===== src/rtl/rxc_pkg.sv =====
package rxc_pkg;
  typedef enum logic [1:0] {
    SEL_CTL_SET = 2'd0,
    SEL_CTL_CLR = 2'd1,
    SEL_LIMITS  = 2'd2,
    SEL_ACK     = 2'd3
  } reg_sel_e;

  localparam int unsigned TAG_W        = 4;
  localparam int unsigned CNT_W        = 7;
  localparam int unsigned LIM_W        = 8;
  localparam int unsigned STAT_W       = 32;
  localparam int unsigned STAT_CNT_LSB = 4;
  localparam int unsigned STAT_LNK_BIT = 16;
  localparam int unsigned CTL_LSB      = 16;
  localparam int unsigned CTL_N        = 3;

  typedef struct packed {
    logic ien;
    logic dma_rst;
    logic uncached;
  } ctl_t;
endpackage


===== src/rtl/rxc_regs.sv =====
module rxc_regs
  import rxc_pkg::*;
#(
  parameter int unsigned DEF_CNT_LIM  = 16,
  parameter int unsigned DEF_TIME_LIM = 10
) (
  input  logic             clk_i,
  input  logic             rst_ni,
  input  logic             we_i,
  input  logic [1:0]       sel_i,
  input  logic [CTL_N-1:0] ctl_bits_i,
  input  logic [LIM_W-1:0] cnt_lim_i,
  input  logic [LIM_W-1:0] time_lim_i,
  output ctl_t             ctl_o,
  output logic [LIM_W-1:0] cnt_lim_o,
  output logic [LIM_W-1:0] time_lim_o
);
  ctl_t ctl_q;
  logic [LIM_W-1:0] cnt_lim_q, time_lim_q;

  always_ff @(posedge clk_i or negedge rst_ni) begin
    if (!rst_ni) begin
      ctl_q      <= '{ien: 1'b0, dma_rst: 1'b1, uncached: 1'b0};
      cnt_lim_q  <= LIM_W'(DEF_CNT_LIM);
      time_lim_q <= LIM_W'(DEF_TIME_LIM);
    end else if (we_i) begin
      unique case (reg_sel_e'(sel_i))
        SEL_CTL_SET: ctl_q <= ctl_q | ctl_t'(ctl_bits_i);
        SEL_CTL_CLR: ctl_q <= ctl_q & ~ctl_t'(ctl_bits_i);
        SEL_LIMITS: begin
          cnt_lim_q  <= cnt_lim_i;
          time_lim_q <= time_lim_i;
        end
        default: ;
      endcase
    end
  end

  assign ctl_o      = ctl_q;
  assign cnt_lim_o  = cnt_lim_q;
  assign time_lim_o = time_lim_q;
endmodule


===== src/rtl/rxc_tag_gate.sv =====
module rxc_tag_gate
  import rxc_pkg::*;
(
  input  logic             clk_i,
  input  logic             rst_ni,
  input  logic             run_i,
  input  logic             fire_i,
  input  logic             ack_we_i,
  input  logic [TAG_W-1:0] ack_tag_i,
  output logic             armed_o,
  output logic [TAG_W-1:0] tag_o,
  output logic [TAG_W-1:0] next_tag_o
);
  logic armed_q;
  logic [TAG_W-1:0] tag_q, next_tag;
  logic ack_ok;

  assign next_tag = tag_q + TAG_W'(1);
  // an ack counts only when disarmed and carrying the tag after the last one
  assign ack_ok   = ack_we_i && run_i && !armed_q && (ack_tag_i == next_tag);

  always_ff @(posedge clk_i or negedge rst_ni) begin
    if (!rst_ni) begin
      armed_q <= 1'b0;
      tag_q   <= '0;
    end else begin
      if (!run_i || fire_i) armed_q <= 1'b0;
      else if (ack_ok)      armed_q <= 1'b1;
      if (fire_i) tag_q <= next_tag;
    end
  end

  assign armed_o    = armed_q;
  assign tag_o      = tag_q;
  assign next_tag_o = next_tag;
endmodule


===== src/rtl/rxc_batch.sv =====
module rxc_batch
  import rxc_pkg::*;
(
  input  logic             clk_i,
  input  logic             rst_ni,
  input  logic             run_i,
  input  logic             fire_i,
  input  logic             msg_i,
  input  logic             link_i,
  output logic [CNT_W-1:0] cnt_o,
  output logic             lnk_o,
  output logic             pending_o
);
  localparam logic [CNT_W-1:0] CNT_MAX = '1;

  logic [CNT_W-1:0] cnt_q, cnt_base;
  logic lnk_q;

  // a message arriving in the firing cycle opens the next batch
  assign cnt_base = fire_i ? '0 : cnt_q;

  always_ff @(posedge clk_i or negedge rst_ni) begin
    if (!rst_ni) begin
      cnt_q <= '0;
      lnk_q <= 1'b0;
    end else if (!run_i) begin
      cnt_q <= '0;
      lnk_q <= 1'b0;
    end else begin
      cnt_q <= (msg_i && cnt_base != CNT_MAX) ? cnt_base + CNT_W'(1) : cnt_base;
      lnk_q <= (lnk_q && !fire_i) || link_i;
    end
  end

  assign cnt_o     = cnt_q;
  assign lnk_o     = lnk_q;
  assign pending_o = (cnt_q != '0) || lnk_q;
endmodule


===== src/rtl/rxc_timer.sv =====
module rxc_timer
  import rxc_pkg::*;
#(
  parameter int unsigned TICKS_PER_UNIT = 20000
) (
  input  logic             clk_i,
  input  logic             rst_ni,
  input  logic             clear_i,
  output logic [LIM_W-1:0] units_o
);
  localparam int unsigned PRE_W = (TICKS_PER_UNIT > 1) ? $clog2(TICKS_PER_UNIT) : 1;
  localparam logic [PRE_W-1:0] PRE_LAST = PRE_W'(TICKS_PER_UNIT - 1);
  localparam logic [LIM_W-1:0] UNIT_MAX = '1;

  logic [PRE_W-1:0] pre_q;
  logic [LIM_W-1:0] units_q;

  always_ff @(posedge clk_i or negedge rst_ni) begin
    if (!rst_ni) begin
      pre_q   <= '0;
      units_q <= '0;
    end else if (clear_i) begin
      pre_q   <= '0;
      units_q <= '0;
    end else if (pre_q == PRE_LAST) begin
      pre_q <= '0;
      if (units_q != UNIT_MAX) units_q <= units_q + LIM_W'(1);
    end else begin
      pre_q <= pre_q + PRE_W'(1);
    end
  end

  assign units_o = units_q;
endmodule


===== src/rtl/rx_irq_coalescer.sv =====
module rx_irq_coalescer
  import rxc_pkg::*;
#(
  parameter int unsigned TICKS_PER_UNIT = 20000,
  parameter int unsigned DEF_CNT_LIM    = 16,
  parameter int unsigned DEF_TIME_LIM   = 10
) (
  input  logic        clk_i,
  input  logic        rst_ni,
  input  logic        reg_we_i,
  input  logic [1:0]  reg_sel_i,
  input  logic [31:0] reg_wdata_i,
  input  logic        msg_rx_i,
  input  logic        link_evt_i,
  output logic        irq_o,
  output logic [31:0] status_o,
  output logic [2:0]  ctl_o
);
  ctl_t ctl;
  logic [LIM_W-1:0] cnt_lim, time_lim, units;
  logic [CNT_W-1:0] cnt;
  logic [TAG_W-1:0] tag, next_tag;
  logic lnk, pending, armed, run, fire, ack_we, cnt_hit, time_hit;
  logic irq_q;
  logic [STAT_W-1:0] status_q, status_d;
  logic unused_wdata;

  assign unused_wdata = ^{reg_wdata_i[31:CTL_LSB+CTL_N], tag};

  rxc_regs #(
    .DEF_CNT_LIM (DEF_CNT_LIM),
    .DEF_TIME_LIM(DEF_TIME_LIM)
  ) u_regs (
    .clk_i     (clk_i),
    .rst_ni    (rst_ni),
    .we_i      (reg_we_i),
    .sel_i     (reg_sel_i),
    .ctl_bits_i(reg_wdata_i[CTL_LSB +: CTL_N]),
    .cnt_lim_i (reg_wdata_i[LIM_W-1:0]),
    .time_lim_i(reg_wdata_i[2*LIM_W-1:LIM_W]),
    .ctl_o     (ctl),
    .cnt_lim_o (cnt_lim),
    .time_lim_o(time_lim)
  );

  assign run    = !ctl.dma_rst;
  assign ack_we = reg_we_i && (reg_sel_e'(reg_sel_i) == SEL_ACK);

  rxc_tag_gate u_tag (
    .clk_i     (clk_i),
    .rst_ni    (rst_ni),
    .run_i     (run),
    .fire_i    (fire),
    .ack_we_i  (ack_we),
    .ack_tag_i (reg_wdata_i[TAG_W-1:0]),
    .armed_o   (armed),
    .tag_o     (tag),
    .next_tag_o(next_tag)
  );

  rxc_batch u_batch (
    .clk_i    (clk_i),
    .rst_ni   (rst_ni),
    .run_i    (run),
    .fire_i   (fire),
    .msg_i    (msg_rx_i),
    .link_i   (link_evt_i),
    .cnt_o    (cnt),
    .lnk_o    (lnk),
    .pending_o(pending)
  );

  rxc_timer #(
    .TICKS_PER_UNIT(TICKS_PER_UNIT)
  ) u_timer (
    .clk_i  (clk_i),
    .rst_ni (rst_ni),
    .clear_i(!run || fire || !pending),
    .units_o(units)
  );

  assign cnt_hit  = (cnt != '0) && (LIM_W'(cnt) >= cnt_lim);
  assign time_hit = pending && (units >= time_lim);
  assign fire     = run && ctl.ien && armed && (cnt_hit || time_hit);

  always_comb begin
    status_d = '0;
    status_d[TAG_W-1:0]               = next_tag;
    status_d[STAT_CNT_LSB +: CNT_W]   = cnt;
    status_d[STAT_LNK_BIT]            = lnk;
  end

  always_ff @(posedge clk_i or negedge rst_ni) begin
    if (!rst_ni) begin
      irq_q    <= 1'b0;
      status_q <= '0;
    end else begin
      irq_q <= fire;
      if (fire) status_q <= status_d;
    end
  end

  assign irq_o    = irq_q;
  assign status_o = status_q;
  assign ctl_o    = ctl;
endmodule


===== config.mk =====
export PLATFORM = sky130hd
export DESIGN_NAME = rx_irq_coalescer
export DESIGN_NICKNAME = d
export VERILOG_FILES = /design/src/rtl/rxc_pkg.sv /design/src/rtl/rxc_regs.sv /design/src/rtl/rxc_tag_gate.sv /design/src/rtl/rxc_batch.sv /design/src/rtl/rxc_timer.sv /design/src/rtl/rx_irq_coalescer.sv
export SDC_FILE = /design/constraint.sdc
export NUM_CORES = 1
export LEC_CHECK = 0
export ABC_AREA = 1
export BUFFER_PORTS_ARGS = -buffer_cell sky130_fd_sc_hd__buf_2
export CELL_PAD_IN_SITES_DETAIL_PLACEMENT = 0
export CELL_PAD_IN_SITES_GLOBAL_PLACEMENT = 1
export CORE_MARGIN = 2
export CORE_UTILIZATION = 36
export DETAILED_ROUTE_END_ITERATION = 8
export MAX_ROUTING_LAYER = met4
export PLACE_DENSITY = 0.84
export SYNTH_ARGS = -nofsm -noshare
export SYNTH_HDL_FRONTEND = slang
export SYNTH_SLANG_ARGS = --single-unit

===== constraint.sdc =====
create_clock -name clk_i -period 3.05 [get_ports clk_i]
set_clock_uncertainty 0.2 [all_clocks]
set_input_delay 0.1525 -clock clk_i [delete_from_list [all_inputs] [get_ports clk_i]]
set_output_delay 0.1525 -clock clk_i [all_outputs]
set_load 0.01 [all_outputs]

==> impl_metrics.yaml <==
synth:
  synth-edff-count: 0
  synth_area_leaders: "sky130_fd_sc_hd__dfrtp_1, sky130_fd_sc_hd__nand2_1, sky130_fd_sc_hd__ha_1"
  synth_cells: 439
  ys_dominant_reg_cell: "sky130_fd_sc_hd__dfrtp_1"
  fraction_of_synthesized_cell_area_taken_by_the_top_area_cell_type_pct: 42.1
  post_synthesis_cell_area_mm2: 0.00356
  synth_largest_area_cell: "sky130_fd_sc_hd__dfrtp_1"
  post-synth-top-count-cell: "sky130_fd_sc_hd__nand2_1"
  synth-seq-cells: 64
  synthesis.area_per_instance_um2: 8.11
  synthArstFlopShare_pct: 100
  yosysUniqueCellTypes: 34
  ys.warnings.count: 0
  synth_seq_area_share_pct: 45.1
  synth_common_cells: "sky130_fd_sc_hd__nand2_1, sky130_fd_sc_hd__inv_1, sky130_fd_sc_hd__dfrtp_1, sky130_fd_sc_hd__nor2_1, sky130_fd_sc_hd__a21oi_1"
worst_setup_path:
  worst_ep_arrival_time_ns: 2.83
  timing.setup.critical_path_class: "flip-flop to flip-flop"
  path_common_cell: "sky130_fd_sc_hd__nand2_1"
  timing.critical_path.required_ns: 3.07
  worstPathMaxFanout: 5
  cpMaxStageDelayCell: "sky130_fd_sc_hd__dfstp_2"
  crit_chain: "inv_1 -> ha_1 -> nand2_1 -> nand3_1 -> nand2_1 -> nand2_1 -> nand2_1 -> nand2_1 -> nand2_1 -> nand2_2 -> nand2_4 -> clkinvlp_4 -> nor2_4 -> ha_2 -> nand4_1 -> o21ai_1 -> buf_4 -> nand2_1 -> nand2_1 -> nor2_1"
  worst_path_largest_cell_delay_ns: 0.52
  worst_setup_path_start_kind: "flip-flop"
  timing.critical_path.to_type: "flip-flop"
job:
  timing.max_cap.violations: 0
pwr:
  sequentialPowerShare_pct: 45.9
  power.static_leakage_nw: 2.24
  netSwitchingPower_uw: 623
  power_frac_comb_pct: 20.9
  vdd_drop_max_v: 0.000227
  power.share.switching_pct: 29.2
  internal-power_mw: 1.51
  power_density_mw_per_mm2: 485
  clock_power_share_pct: 33.2
routing:
  drt-pass1-iter-count: 4
  ant_nets: 0
  post_route_drc_violation_count: 0
  routedWlPerCell_um: 11.2
  routed_wl_um: 7380
  drt_first_iter_violations: 82
  via_count: 2932
  avgViaCountPerCell: 4.45
die:
  floorplan.initialDensity_pct: 36.8
  area_of_the_die_mm2: 0.0107
  core.rowCount: 36
  die_h_um: 103
  io_pins: 75
  design.core.area_mm2: 0.00968
  die_w_um: 103
final_layout:
  insertedDiodeCount: 0
  final_core_util_pct: 45.4
  final_nets: 580
  proportion_of_layout_cells_with_a_drive_suffix_above_1_pct: 16.7
  flow.area_growth_from_synthesis_pct: 23.3
  postLayoutCellArea_mm2: 0.00439
timing:
  final-setup-viol-count: 0
  final.period_utilization_pct: 92.0
  relSlewSlack_pct: 58.8
  timing.fmax_mhz: 357
  grt_setup_unrepaired: "yes"
  worst-slew-pin-transition_ns: 0.617
  hold_violations: 0
  final_max_slew_viol_count: 0
  time_the_worst_path_needs_with_i_o_delays_and_setup_ns: 2.80
  final.hold.worst_slack_ns: 0.0451
placement:
  dpl-instance-area_mm2: 0.00392
  detailed_place_hpwl_um: 5270
  portBuffers: 41
  gp_congestion: 0.805
global_route:
  antenna_violations_before_repair: 0
  grt_remaining_overflow: 0
  first_pass_grt_wire_length_um: 13100
  groute.usage.overall_pct: 16.1
  grt_max_degree: 65
  grt_pass1_vias: 3000
clock_network:
  clock-root-buffer: "sky130_fd_sc_hd__clkbuf_8"
  h_tree_depth: 3
  cts_buffer_depth: 2
  tritoncts_num_sinks: 64
  cts_tree: "built"
  clk_latency_ns: 0.33
  cts_made_buffers: 9
  cts.clk_slew.worst_paths_ns: 0.07
status:
  run_status: "finished, final reports clean"
min_path:
  hold_class: "primary input to flip-flop"
timing repair:
item / CTS / global route
endpoints found under the hold margin: 86 / 0
endpoints found under the setup margin: 0 / 11
hold buffers: 25 / 0
buffers inserted: 0 / 2
gates resized for setup: 0 / 8
final timing paths:
path | start | end | slack, ns | cells after the start
worst min-delay path | reg_sel_i[1] | flip-flop | 0.05 | 4
max in group asynchronous | rst_ni | u_regs.cnt_lim_o[4] | 2.16 | 3
worst max-delay path | u_regs.time_lim_o[1] | u_batch.cnt_o[2] | 0.25 | 20
worst max register to register | u_regs.time_lim_o[1] | u_batch.cnt_o[2] | 0.25 | 20
min in group asynchronous | rst_ni | u_regs.time_lim_o[6] | 0.17 | 3
worst min register to register | u_timer.pre_q[0] | u_timer.pre_q[0] | 0.26 | 1
power groups by stage:
stage | combinational [mW] | clock [mW] | sequential, mW
floorplan | 0.302 | 0 | 0.985
global placement | 0.402 | 0 | 0.993
global route | 0.528 | 0.766 | 0.987
finish | 0.446 | 0.707 | 0.979
CTS | 0.443 | 0.739 | 0.979
detailed placement | 0.414 | 0 | 0.996
routing by layer:
metal  vias up  global-route usage (%)  routed length [um]
li1       1521                       -                   -
met1      1355                    18.1                3200
met2        48                    28.6                3900
met3         8                    4.23                 223
met4         0                    3.64                  63
met5         -                       -                   0
flip-flops by register name (all words and copies together), names as in the netlist, named ones only:
signal,count
u_tag.tag_o,3
u_timer.units_o,8
u_batch.cnt_o,7
u_batch.lnk_o,1
u_regs.time_lim_o,8
u_tag.armed_o,1
u_timer.pre_q,15
u_regs.cnt_lim_o,8
status_o,9
irq_o,1
area by class of cell:
| cell class | count | area (um2) |
|---|---|---|
| tap | 133 | 166 |
| clock inverter | 3 | 42.5 |
| timing repair buffer | 81 | 584 |
| multi-input combinational | 303 | 1610 |
| inverter | 63 | 243 |
| fill | 953 | 5290 |
| clock buffer | 12 | 145 |
| sequential | 64 | 1610 |
cell usage in the layout (no fill, tap or decap), types with 2 or more instances in the layout:
cell type	instances
sky130_fd_sc_hd__mux2_2	2
sky130_fd_sc_hd__nand4_1	7
sky130_fd_sc_hd__dfrtp_1	60
sky130_fd_sc_hd__nand3_1	21
sky130_fd_sc_hd__clkbuf_8	10
sky130_fd_sc_hd__clkinvlp_4	2
sky130_fd_sc_hd__a21o_1	3
sky130_fd_sc_hd__nor2_1	58
sky130_fd_sc_hd__buf_4	13
sky130_fd_sc_hd__a21oi_1	24
sky130_fd_sc_hd__nor3b_1	3
sky130_fd_sc_hd__dlygate4sd3_1	25
sky130_fd_sc_hd__inv_1	61
sky130_fd_sc_hd__conb_1	20
sky130_fd_sc_hd__nand2_1	85
sky130_fd_sc_hd__xnor2_1	3
sky130_fd_sc_hd__nor4_1	4
sky130_fd_sc_hd__dfstp_2	4
sky130_fd_sc_hd__ha_1	18
sky130_fd_sc_hd__a31oi_1	2
sky130_fd_sc_hd__nor3_1	7
sky130_fd_sc_hd__o21ai_0	18
sky130_fd_sc_hd__nor3_2	4
sky130_fd_sc_hd__buf_2	41
sky130_fd_sc_hd__clkbuf_1	2
sky130_fd_sc_hd__xor2_1	11
critical path: cells and delay by family, from the launching register on:
| kind | cells | cell delay [ns] |
|---|---|---|
| simple gates | 14 | 1.01 |
| flops | 1 | 0.52 |
| fa+ha+maj | 2 | 0.49 |
| buf+inv | 3 | 0.33 |
| compound gates | 1 | 0.15 |
cell families (layout without fill, tap and decap cells):
family,after synthesis,count (layout),synth area share [%]
other cells,1,20,0.105
mux,3,3,0.913
flops,64,64,45.1
buf+inv,91,159,12.2
fa+ha+maj,19,19,6.67
compound gates,50,50,7.45
simple gates,197,197,24.1
xor+xnor,14,14,3.44
per-stage QoR:
step | total power [mW] | worst slack [ns] | instances | setup TNS (ns)
final | 2.13 | 0.245 | 659 | 0
after global placement | 1.39 | 0.216 | 617 | 0
after CTS | 2.16 | 0.144 | 657 | 0
after global routing | 2.28 | -0.0111 | 659 | -0.0112
after floorplan | 1.29 | 0.141 | 458 | 0
after detailed placement | 1.41 | 0.173 | 617 | 0
Note: power is estimated with default switching activity, not from simulation.
